<file path="src/rtl/txring_pkg.sv">
package txring_pkg;
  typedef enum logic [3:0] {
    S_STOP, S_RDST, S_RDCTL, S_RDBUF, S_GOTBUF,
    S_XREQ, S_XDATA, S_XOUT, S_WB, S_SUSP
  } eng_st_t;

  localparam int OWN_BIT = 31;
  localparam int LS_BIT  = 30;
  localparam int FS_BIT  = 29;
  localparam int SET_BIT = 27;
  localparam int EOR_BIT = 25;
  localparam int RUN_BIT = 13;

  localparam logic [7:0] A_BUSMODE = 8'h00;
  localparam logic [7:0] A_POLL    = 8'h08;
  localparam logic [7:0] A_BASE    = 8'h20;
  localparam logic [7:0] A_OPMODE  = 8'h30;

  localparam logic [31:0] WB_OK    = 32'h0000_0000;
  localparam logic [31:0] WB_ERR   = 32'h0000_8000;
  localparam logic [31:0] WB_SETUP = 32'h7FFF_FFFF;

  function automatic logic [2:0] vis_state(eng_st_t s);
    case (s)
      S_STOP:                  return 3'd0;
      S_SUSP:                  return 3'd6;
      S_XREQ, S_XDATA, S_XOUT: return 3'd3;
      S_WB:                    return 3'd7;
      default:                 return 3'd1;
    endcase
  endfunction
endpackage

</file>
<file path="src/rtl/txring_csr.sv">
module txring_csr
  import txring_pkg::*;
#(
  parameter int AW = 10
) (
  input  logic          clk,
  input  logic          rst,
  input  logic          cfg_we,
  input  logic [7:0]    cfg_addr,
  input  logic [31:0]   cfg_wdata,
  output logic [AW-1:0] base,
  output logic          run,
  output logic          poll,
  output logic          base_load,
  output logic          sreset
);
  logic unused_cfg_bits;
  assign unused_cfg_bits = ^cfg_wdata;

  always_ff @(posedge clk) begin
    if (rst) begin
      base      <= '0;
      run       <= 1'b0;
      poll      <= 1'b0;
      base_load <= 1'b0;
      sreset    <= 1'b0;
    end else begin
      poll      <= 1'b0;
      base_load <= 1'b0;
      sreset    <= 1'b0;
      if (cfg_we) begin
        case (cfg_addr)
          A_BUSMODE: if (cfg_wdata[0]) begin
            sreset <= 1'b1;
            run    <= 1'b0;
            base   <= '0;
          end
          A_POLL:   poll <= cfg_wdata[0];
          A_BASE: begin
            base      <= cfg_wdata[AW-1:0];
            base_load <= 1'b1;
          end
          A_OPMODE: run <= cfg_wdata[RUN_BIT];
          default: ;
        endcase
      end
    end
  end


  sreset_clears_chk: assert property (@(posedge clk) disable iff (rst)
    sreset |-> (!run && base == '0));
endmodule

</file>
<file path="src/rtl/txring_fsm.sv">
module txring_fsm
  import txring_pkg::*;
#(
  parameter int AW = 10,
  parameter int CW = 11
) (
  input  logic          clk,
  input  logic          rst,
  input  logic [AW-1:0] base,
  input  logic          run,
  input  logic          poll,
  input  logic          base_load,
  input  logic          sreset,
  output logic          mem_req,
  output logic          mem_we,
  output logic [AW-1:0] mem_addr,
  output logic [31:0]   mem_wdata,
  input  logic [31:0]   mem_rdata,
  output logic          tx_valid,
  output logic [7:0]    tx_data,
  output logic          tx_sof,
  output logic          tx_eof,
  output logic [2:0]    eng_state
);
  localparam logic [AW-1:0] DSTEP = AW'(4);

  eng_st_t       st;
  logic [AW-1:0] cur, waddr, nxt;
  logic [CW-1:0] cnt, remaining;
  logic          fs_q, ls_q, set_q, eor_q, first;
  logic [31:0]   wbuf;
  logic [1:0]    bidx;

  assign eng_state = vis_state(st);
  assign nxt = eor_q ? base : cur + DSTEP;

  always_ff @(posedge clk) begin
    if (rst || sreset) begin
      st <= S_STOP; cur <= '0; waddr <= '0; cnt <= '0; remaining <= '0;
      fs_q <= 1'b0; ls_q <= 1'b0; set_q <= 1'b0; eor_q <= 1'b0; first <= 1'b0;
      wbuf <= '0; bidx <= '0;
      mem_req <= 1'b0; mem_we <= 1'b0; mem_addr <= '0; mem_wdata <= '0;
      tx_valid <= 1'b0; tx_data <= '0; tx_sof <= 1'b0; tx_eof <= 1'b0;
    end else begin
      tx_valid <= 1'b0;
      tx_sof   <= 1'b0;
      tx_eof   <= 1'b0;
      case (st)
        S_STOP: begin
          if (base_load) cur <= base;
          if (run) begin
            mem_req  <= 1'b1;
            mem_we   <= 1'b0;
            mem_addr <= base_load ? base : cur;
            st       <= S_RDST;
          end
        end
        S_SUSP: begin
          if (!run) st <= S_STOP;
          else if (poll) begin
            mem_req  <= 1'b1;
            mem_addr <= cur;
            st       <= S_RDST;
          end
        end
        S_RDST: begin
          mem_addr <= cur + AW'(1);
          st       <= S_RDCTL;
        end
        S_RDCTL: begin
          if (!mem_rdata[OWN_BIT]) begin
            mem_req <= 1'b0;
            st      <= S_SUSP;
          end else begin
            mem_addr <= cur + AW'(2);
            st       <= S_RDBUF;
          end
        end
        S_RDBUF: begin
          cnt     <= mem_rdata[CW-1:0];
          fs_q    <= mem_rdata[FS_BIT];
          ls_q    <= mem_rdata[LS_BIT];
          set_q   <= mem_rdata[SET_BIT];
          eor_q   <= mem_rdata[EOR_BIT];
          mem_req <= 1'b0;
          st      <= S_GOTBUF;
        end
        S_GOTBUF: begin
          waddr     <= mem_rdata[AW-1:0];
          remaining <= cnt;
          first     <= 1'b1;
          mem_req   <= 1'b1;
          if (set_q || cnt == '0) begin
            mem_we    <= 1'b1;
            mem_addr  <= cur;
            mem_wdata <= set_q ? WB_SETUP : WB_ERR;
            st        <= S_WB;
          end else begin
            mem_addr <= mem_rdata[AW-1:0];
            st       <= S_XREQ;
          end
        end
        S_XREQ: begin
          mem_req <= 1'b0;
          st      <= S_XDATA;
        end
        S_XDATA: begin
          wbuf <= mem_rdata;
          bidx <= '0;
          st   <= S_XOUT;
        end
        S_XOUT: begin
          tx_valid  <= 1'b1;
          tx_data   <= wbuf[{bidx, 3'b000} +: 8];
          tx_sof    <= first & fs_q;
          tx_eof    <= (remaining == CW'(1)) & ls_q;
          first     <= 1'b0;
          remaining <= remaining - CW'(1);
          bidx      <= bidx + 2'd1;
          if (remaining == CW'(1)) begin
            mem_req   <= 1'b1;
            mem_we    <= 1'b1;
            mem_addr  <= cur;
            mem_wdata <= WB_OK;
            st        <= S_WB;
          end else if (bidx == 2'd3) begin
            waddr    <= waddr + AW'(1);
            mem_addr <= waddr + AW'(1);
            mem_req  <= 1'b1;
            st       <= S_XREQ;
          end
        end
        S_WB: begin
          mem_we <= 1'b0;
          cur    <= nxt;
          if (run) begin
            mem_req  <= 1'b1;
            mem_addr <= nxt;
            st       <= S_RDST;
          end else begin
            mem_req <= 1'b0;
            st      <= S_STOP;
          end
        end
        default: st <= S_STOP;
      endcase
    end
  end


  byte_from_serializer_chk: assert property (@(posedge clk) disable iff (rst)
    tx_valid |-> $past(st == S_XOUT));

  own_released_chk: assert property (@(posedge clk) disable iff (rst)
    (mem_req && mem_we) |-> !mem_wdata[OWN_BIT]);

  zero_count_err_chk: assert property (@(posedge clk) disable iff (rst)
    (st == S_WB && cnt == '0 && !set_q) |-> mem_wdata == WB_ERR);

  ring_wrap_chk: assert property (@(posedge clk) disable iff (rst || sreset)
    (st == S_WB && eor_q) |=> cur == $past(base));

  suspend_quiet_chk: assert property (@(posedge clk) disable iff (rst)
    (st == S_SUSP) |-> !mem_req);
endmodule

</file>
<file path="src/rtl/txring_engine.sv">
module txring_engine
  import txring_pkg::*;
#(
  parameter int AW = 10,
  parameter int CW = 11
) (
  input  logic          clk,
  input  logic          rst,
  input  logic          cfg_we,
  input  logic [7:0]    cfg_addr,
  input  logic [31:0]   cfg_wdata,
  output logic          mem_req,
  output logic          mem_we,
  output logic [AW-1:0] mem_addr,
  output logic [31:0]   mem_wdata,
  input  logic [31:0]   mem_rdata,
  output logic          tx_valid,
  output logic [7:0]    tx_data,
  output logic          tx_sof,
  output logic          tx_eof,
  output logic [2:0]    eng_state
);
  logic [AW-1:0] base;
  logic run, poll, base_load, sreset;

  txring_csr #(.AW(AW)) u_csr (
    .clk(clk), .rst(rst), .cfg_we(cfg_we), .cfg_addr(cfg_addr),
    .cfg_wdata(cfg_wdata), .base(base), .run(run), .poll(poll),
    .base_load(base_load), .sreset(sreset)
  );

  txring_fsm #(.AW(AW), .CW(CW)) u_fsm (
    .clk(clk), .rst(rst), .base(base), .run(run), .poll(poll),
    .base_load(base_load), .sreset(sreset),
    .mem_req(mem_req), .mem_we(mem_we), .mem_addr(mem_addr),
    .mem_wdata(mem_wdata), .mem_rdata(mem_rdata),
    .tx_valid(tx_valid), .tx_data(tx_data), .tx_sof(tx_sof),
    .tx_eof(tx_eof), .eng_state(eng_state)
  );
endmodule

</file>
<file path="config.mk">
export PLATFORM = sky130hd
export DESIGN_NAME = txring_engine
export DESIGN_NICKNAME = d
export VERILOG_FILES = /design/src/rtl/txring_pkg.sv /design/src/rtl/txring_csr.sv /design/src/rtl/txring_fsm.sv /design/src/rtl/txring_engine.sv
export SDC_FILE = /design/constraint.sdc
export NUM_CORES = 1
export LEC_CHECK = 0
export BUFFER_PORTS_ARGS = -buffer_cell sky130_fd_sc_hd__buf_2
export CAP_MARGIN = 30
export CORE_ASPECT_RATIO = 0.6
export CORE_MARGIN = 2
export CORE_UTILIZATION = 25
export DETAILED_ROUTE_END_ITERATION = 7
export GPL_ROUTABILITY_DRIVEN = 1
export PLACE_DENSITY = 0.42
export SETUP_SLACK_MARGIN = 0.2
export SLEW_MARGIN = 0
export SYNTH_ARGS = -nofsm -noshare
export SYNTH_HDL_FRONTEND = slang
export SYNTH_SLANG_ARGS = --single-unit
</file>
<file path="constraint.sdc">
create_clock -name clk -period 2.7 [get_ports clk]
set_clock_uncertainty 0.05 [all_clocks]
set_input_delay 0.135 -clock clk [delete_from_list [all_inputs] [get_ports clk]]
set_output_delay 0.135 -clock clk [all_outputs]
set_load 0.02 [all_outputs]
</file>
Word-level counts from Yosys, hierarchy flattened
Cells that the tools add are included.
Word-level totals
  bits in registers: 154
  bits in latches: 0
  memory bits (writable): 0
  bits in read-only memories: 0
  input bits: 75
  output and inout bits: 58
  logic and storage cells: 142
  memories kept: 0
Cells by class
  add/sub/neg operators: 6
  multiply operators: 0
  div/mod/pow operators: 0
  magnitude comparators: 0
  eq/ne operators: 27
  shift operators: 1
  multiplexer cells: 50
  bitwise logic cells: 6
  reductions and logical operators: 27
Operators by type and width (count)
  two-way mux 10 bit: 12
  one-hot mux 10 bit (7 select lines): 1
  two-way mux 32 bit: 2
  one-hot mux 32 bit (2 select lines): 1
  one-hot mux 10 bit (2 select lines): 3
  one-hot mux 4 bit (10 select lines): 1
  variable part select 32 x 6 -> 8 bit: 1
  two-way mux 31 bit: 1
  two-way mux 4 bit: 7
  one-hot mux 11 bit (2 select lines): 1
  adder 10 x 1 -> 10 bit, second input constant: 2
  == test 4 x 3 -> 1 bit, second input constant: 4
  == test 8 x 6 -> 1 bit, second input constant: 2
  != test 2 bit, second input constant: 8
  two-way mux 1 bit: 15
  AND reduction 3 bit: 5
  nonzero test 7 bit: 2
  one-hot mux 3 bit (4 select lines): 1
  == test 11 x 1 -> 1 bit, second input constant: 1
  zero test 11 bit: 1
  subtractor 11 x 1 -> 11 bit, second input constant: 1
  adder 10 x 2 -> 10 bit, second input constant: 1
  adder 10 x 3 -> 10 bit, second input constant: 1
  nonzero test 2 bit: 5
  24 further kinds: 38

Depth between registers and ports, before layout
  depth after elaboration: 4
  gate-level depth with buffers: 11
  mapped depth without buffers: 8

Hierarchy
Synthesis repeated with hierarchy kept, for this count alone.
Second synthesis, totals
  cell total of the unflattened synthesis: 877
  area total of the unflattened synthesis: 6969.2 um^2
By module, submodules not included
  txring_fsm: times used 1, cells an instance 819, area an instance 6367.4 um^2, sequential area each 2202.1 um^2
  txring_csr: times used 1, cells an instance 58, area an instance 601.8 um^2, sequential area each 280.3 um^2

Worst setup path before layout
Ideal clock, no wire load.
  kind: reg-to-reg
  from: reg u_fsm.remaining[1]
  to: reg u_fsm.mem_addr[6]
  setup time: 0.144 ns
  data arrival time: 1.891 ns
  data required time: 2.506 ns
  path slack: 0.615 ns
  stages on the path, launching flop included: 12
  path buffers: 3
  period minus slack after synthesis: 2.085 ns
  cells stage by stage: dfxtp_1 > inv_1 > ha_1 > nor3b_1 > a31o_2 > buf_4 > o32ai_2 > or2_0 > buf_2 > buf_4 > a21oi_1 > a311oi_2
On the way
  word-level cells in the longest chain between the ends: 3
  elaborated cells on any way between the ends: 5
  those cells by class: 2 x eq/ne; 2 x mux; 1 x reduce/logical
Ends and longest elaborated chain
  from (decl): line txring_fsm.sv:29  | logic [CW-1:0] cnt, remaining;
  from (signal assigned): line txring_fsm.sv:90  | remaining <= cnt;
  from (signal assigned): line txring_fsm.sv:118  | remaining <= remaining - CW'(1);
  == test 11 x 1 -> 1 bit (*): line txring_fsm.sv:120  | if (remaining == CW'(1)) begin
  != test 3 x 1 -> 1 bit (no line) / two-way mux 10 bit (equally long branches)
  AND reduction 7 bit (no line) / one-hot mux 10 bit (7 select lines) (equally long branches)
  to (signal assigned): line txring_fsm.sv:123  | mem_addr <= cur;
  to (signal assigned): line txring_fsm.sv:128  | mem_addr <= waddr + AW'(1);
  to (signal assigned): line txring_fsm.sv:138  | mem_addr <= nxt;
  to (decl): line txring_fsm.sv:16  | output logic [AW-1:0] mem_addr,
Mark *: on every way between the ends. The rest lies on a longest branch, timed or not.
A chain may end at the register's enable or synchronous reset.

Worst setup path in the final report
  from: reg u_fsm.st[1]
  to: reg u_fsm.mem_addr[6]
On the way
  word-level cells in the longest chain between the ends: 3
  elaborated cells on any way between the ends: 16
  those cells by class: 12 x eq/ne; 1 x mux; 3 x reduce/logical
Ends and longest elaborated chain
  from (decl): line txring_fsm.sv:27  | eng_st_t st;
  from (signal assigned): line txring_fsm.sv:39  | st <= S_STOP; cur <= '0; waddr <= '0; cnt <= '0; remaining <= '0;
  from (signal assigned): line txring_fsm.sv:55  | st <= S_RDST;
  from (signal assigned): line txring_fsm.sv:59  | if (!run) st <= S_STOP;
  == test 4 x 1 -> 1 bit (tied with other cells): line txring_fsm.sv:48  | case (st)
  nonzero test 7 bit (no line) (tied with other cells)
  AND reduction 7 bit (no line)
  to (signal assigned): line txring_fsm.sv:54  | mem_addr <= base_load ? base : cur;
  to (signal assigned): line txring_fsm.sv:62  | mem_addr <= cur;
  to (signal assigned): line txring_fsm.sv:67  | mem_addr <= cur + AW'(1);
Parallel ways exist; a longest one is shown, timed or not.

==> metrics.txt <==
# diodes=0; DRC=0; via/cell ratio=4.99; RD Place Congestion=0.820; first-pass GRT wire length=38200 um; startpoint types=register; Final period util=0.886; Worst Max-Slew Pin Slew=925 ps; Unique masters post-synth=78; clock period minus worst slack=2390 ps; CP required=3000 ps; Primary FF master, synth=dfxtp_1; # IOs=133; clock insertion delay at the later pin of the skew report=430 ps; commonest cells in the netlist=167 x nand2_1, 124 x dfxtp_1, 98 x a21oi_1; Setup WS post-layout=307 ps; flop2flop setup slack=310 ps; cell area power density=535 mW/mm^2; hold depth=2; sw frac=0.227; cell with the most instances after synthesis=nand2_1; Post-Syn Nets=944; max-cap viol count=0; # placed instances=1287; Syn Area/Cell=7.85 um^2; vias in the first global route=6176; Comb power frac=0.065; final hold vios=0; Worst slew margin=0.383; synth warn=0; Syn Inst Count=862; top-area cell type share of the netlist area=0.367; Post-synth EDFFs=0; initial DRC count=550; Clock power frac=0.545; Min Hold Slack=32.6 ps; GRT Overall Usage=0.176; drt wl/cell=18.5 um; layout cell share with drive strength beyond 1=0.227; H-Tree Depth=4; CTS tree=yes; die width=216 um; CP endpoint kind=register; Antenna Nets Post-Route=0; Setup CP Type=register to register; vias=6812; area leader, netlist=dfxtp_1; Internal=3.66 mW; Place WS=79.1 ps; initial antenna violation count=0; final setup vio count=0; crit path max fanout=17; clk buf depth=2; port bufs=110; fmax=418 MHz; status=finished clean; Non-Filler Instances=1366; Flop pwr share=0.389; clock slew at reported path FFs=60 ps; largest net degree at the start of global routing=45; initial cell density of the core=0.255; RSZ-0062 raised after global routing=true; nets@finish=1076; cell row count=46; total CTS buffers=17; setup_tns=0 ps; CP arrival=2690 ps; root buffer selected by CTS=clkbuf_16; hold crit path type=input pin to register; die area=0.0285 mm^2; Layout area overhead=30.5%; peak supply drop=442 uV; Sw Pwr=1.07 mW; Pwr Total=4.73 mW; 1st-pass router iterations=5; Cell Area, Synth=0.00677 mm^2; Async SR Flop Fraction=0; GR Overflow Total=0; cell depth of the worst flop-to-flop path=6; Seq cells post-synth=124; Final Max Slew Viols=0; WL final=25200 um; CTS Sinks=124; top cells by area, synth=dfxtp_1 37%, nand2_1 9.3%, a21oi_1 7.2%; Post-DP HPWL=18100 um; core area=0.0265 mm^2; Die Y-Extent=131 um; sequential area share after synthesis=0.367; Layout fillers=2800; leakage=3.35 nW
[path summary, 6_finish.rpt]
| check | from | end |
|---|---|---|
| setup / recovery | u_fsm.st[1] | u_fsm.mem_addr[6] |
| setup reg to reg | u_fsm.st[1] | u_fsm.mem_addr[6] |
| hold / removal | cfg_addr[5] | u_csr.sreset |
| hold reg to reg | u_fsm.wbuf[24] | u_fsm.wbuf[24] |
[kinds of logic (layout without fill, tap and decap cells)]
logic type	count (synthesis)	count (layout)	share of synthesized area
buf+inv	105	249	0.0795
mux	26	26	0.0540
xor+xnor	17	17	0.0220
fa+ha+maj	7	7	0.0129
simple gates	338	338	0.234
other cells	1	1	0.000554
compound gates	244	244	0.231
flops	124	124	0.367
[power by group through the flow]
stage          logic (mW)  registers [mW]  clock network [mW]
4_1_cts             0.301            1.84                2.62
2_1_floorplan       0.116            1.88                   0
6_report            0.309            1.84                2.58
5_1_grt             0.333            1.84                2.71
3_3_place_gp        0.254            1.88                   0
3_5_place_dp        0.251            1.88                   0
[critical path: stages (launching register included)]
cell	delay (ps)
dfxtp_1	460
buf_4	290
or4b_1	570
or4_1	530
o21ai_1	90
a2111oi_1	80
a311oi_2	240
[layer usage]
metal	vias to the layer above	wire, um	global-route usage
met1	3272	13900	0.288
met2	214	9530	0.225
met5	-	0	0
met3	17	1640	0.0417
li1	3309	-	-
met4	0	192	0.0342
[layout by cell type (no fill, tap or decap), drive strengths merged, types with 5 or more instances in the layout]
cell,synthesis,routed
a2111oi,7,7
a211oi,16,16
a21oi,98,98
a221oi,5,5
a22o,12,12
a22oi,5,5
a31oi,7,7
and2,6,6
and3,10,10
buf,47,163
bufinv,0,5
clkbuf,47,21
dfxtp,124,124
dlygate4sd3,0,44
ha,7,7
inv,11,12
mux2i,14,14
mux4,8,8
nand2,168,168
nand2b,5,5
nand3,19,19
nor2,67,67
nor2b,8,8
nor3,14,14
nor4,5,5
nor4b,5,5
o211ai,10,10
o21ai,43,43
o22ai,5,5
or2,5,5
or4,5,5
xnor2,8,8
xor2,9,9
[state kept, by name, summed over array words and instances, names as in the netlist, 2 cells and up]
name             count
u_fsm.waddr         10
u_fsm.wbuf          32
u_fsm.remaining     11
u_fsm.st             4
u_fsm.cur           10
u_csr.base          10
u_fsm.mem_addr      10
u_fsm.mem_wdata      2
u_fsm.cnt           11
u_fsm.tx_data        8
u_fsm.bidx           2
[area by class of cell]
class                           count  area [um^2]  area share
Clock inverter                     10          188      0.0212
Timing Repair Buffer              207         1410       0.160
Tap cell                          360          450      0.0510
Clock buffer                       21          460      0.0521
Sequential cell                   124         2480       0.281
Multi-Input combinational cell    633         3800       0.430
Inverter                           11         41.3     0.00467
[stage by stage]
stage / cell area [um^2] / utilization
3_3_place_gp: 7660 / 0.289
2_1_floorplan: 6770 / -
4_1_cts: 8750 / 0.330
6_report: 8830 / 0.333
3_5_place_dp: 7660 / 0.289
5_1_grt: 8830 / 0.333
[timing repair]
action,in CTS,in global routing
pin swaps,0,2
endpoints found under the setup margin,3,13
hold endpoints to repair,58,0
cloned,0,0
gates resized for setup,3,11
setup buffers,0,4
hold buffers,44,0
Power figures use the tool's default switching activity.
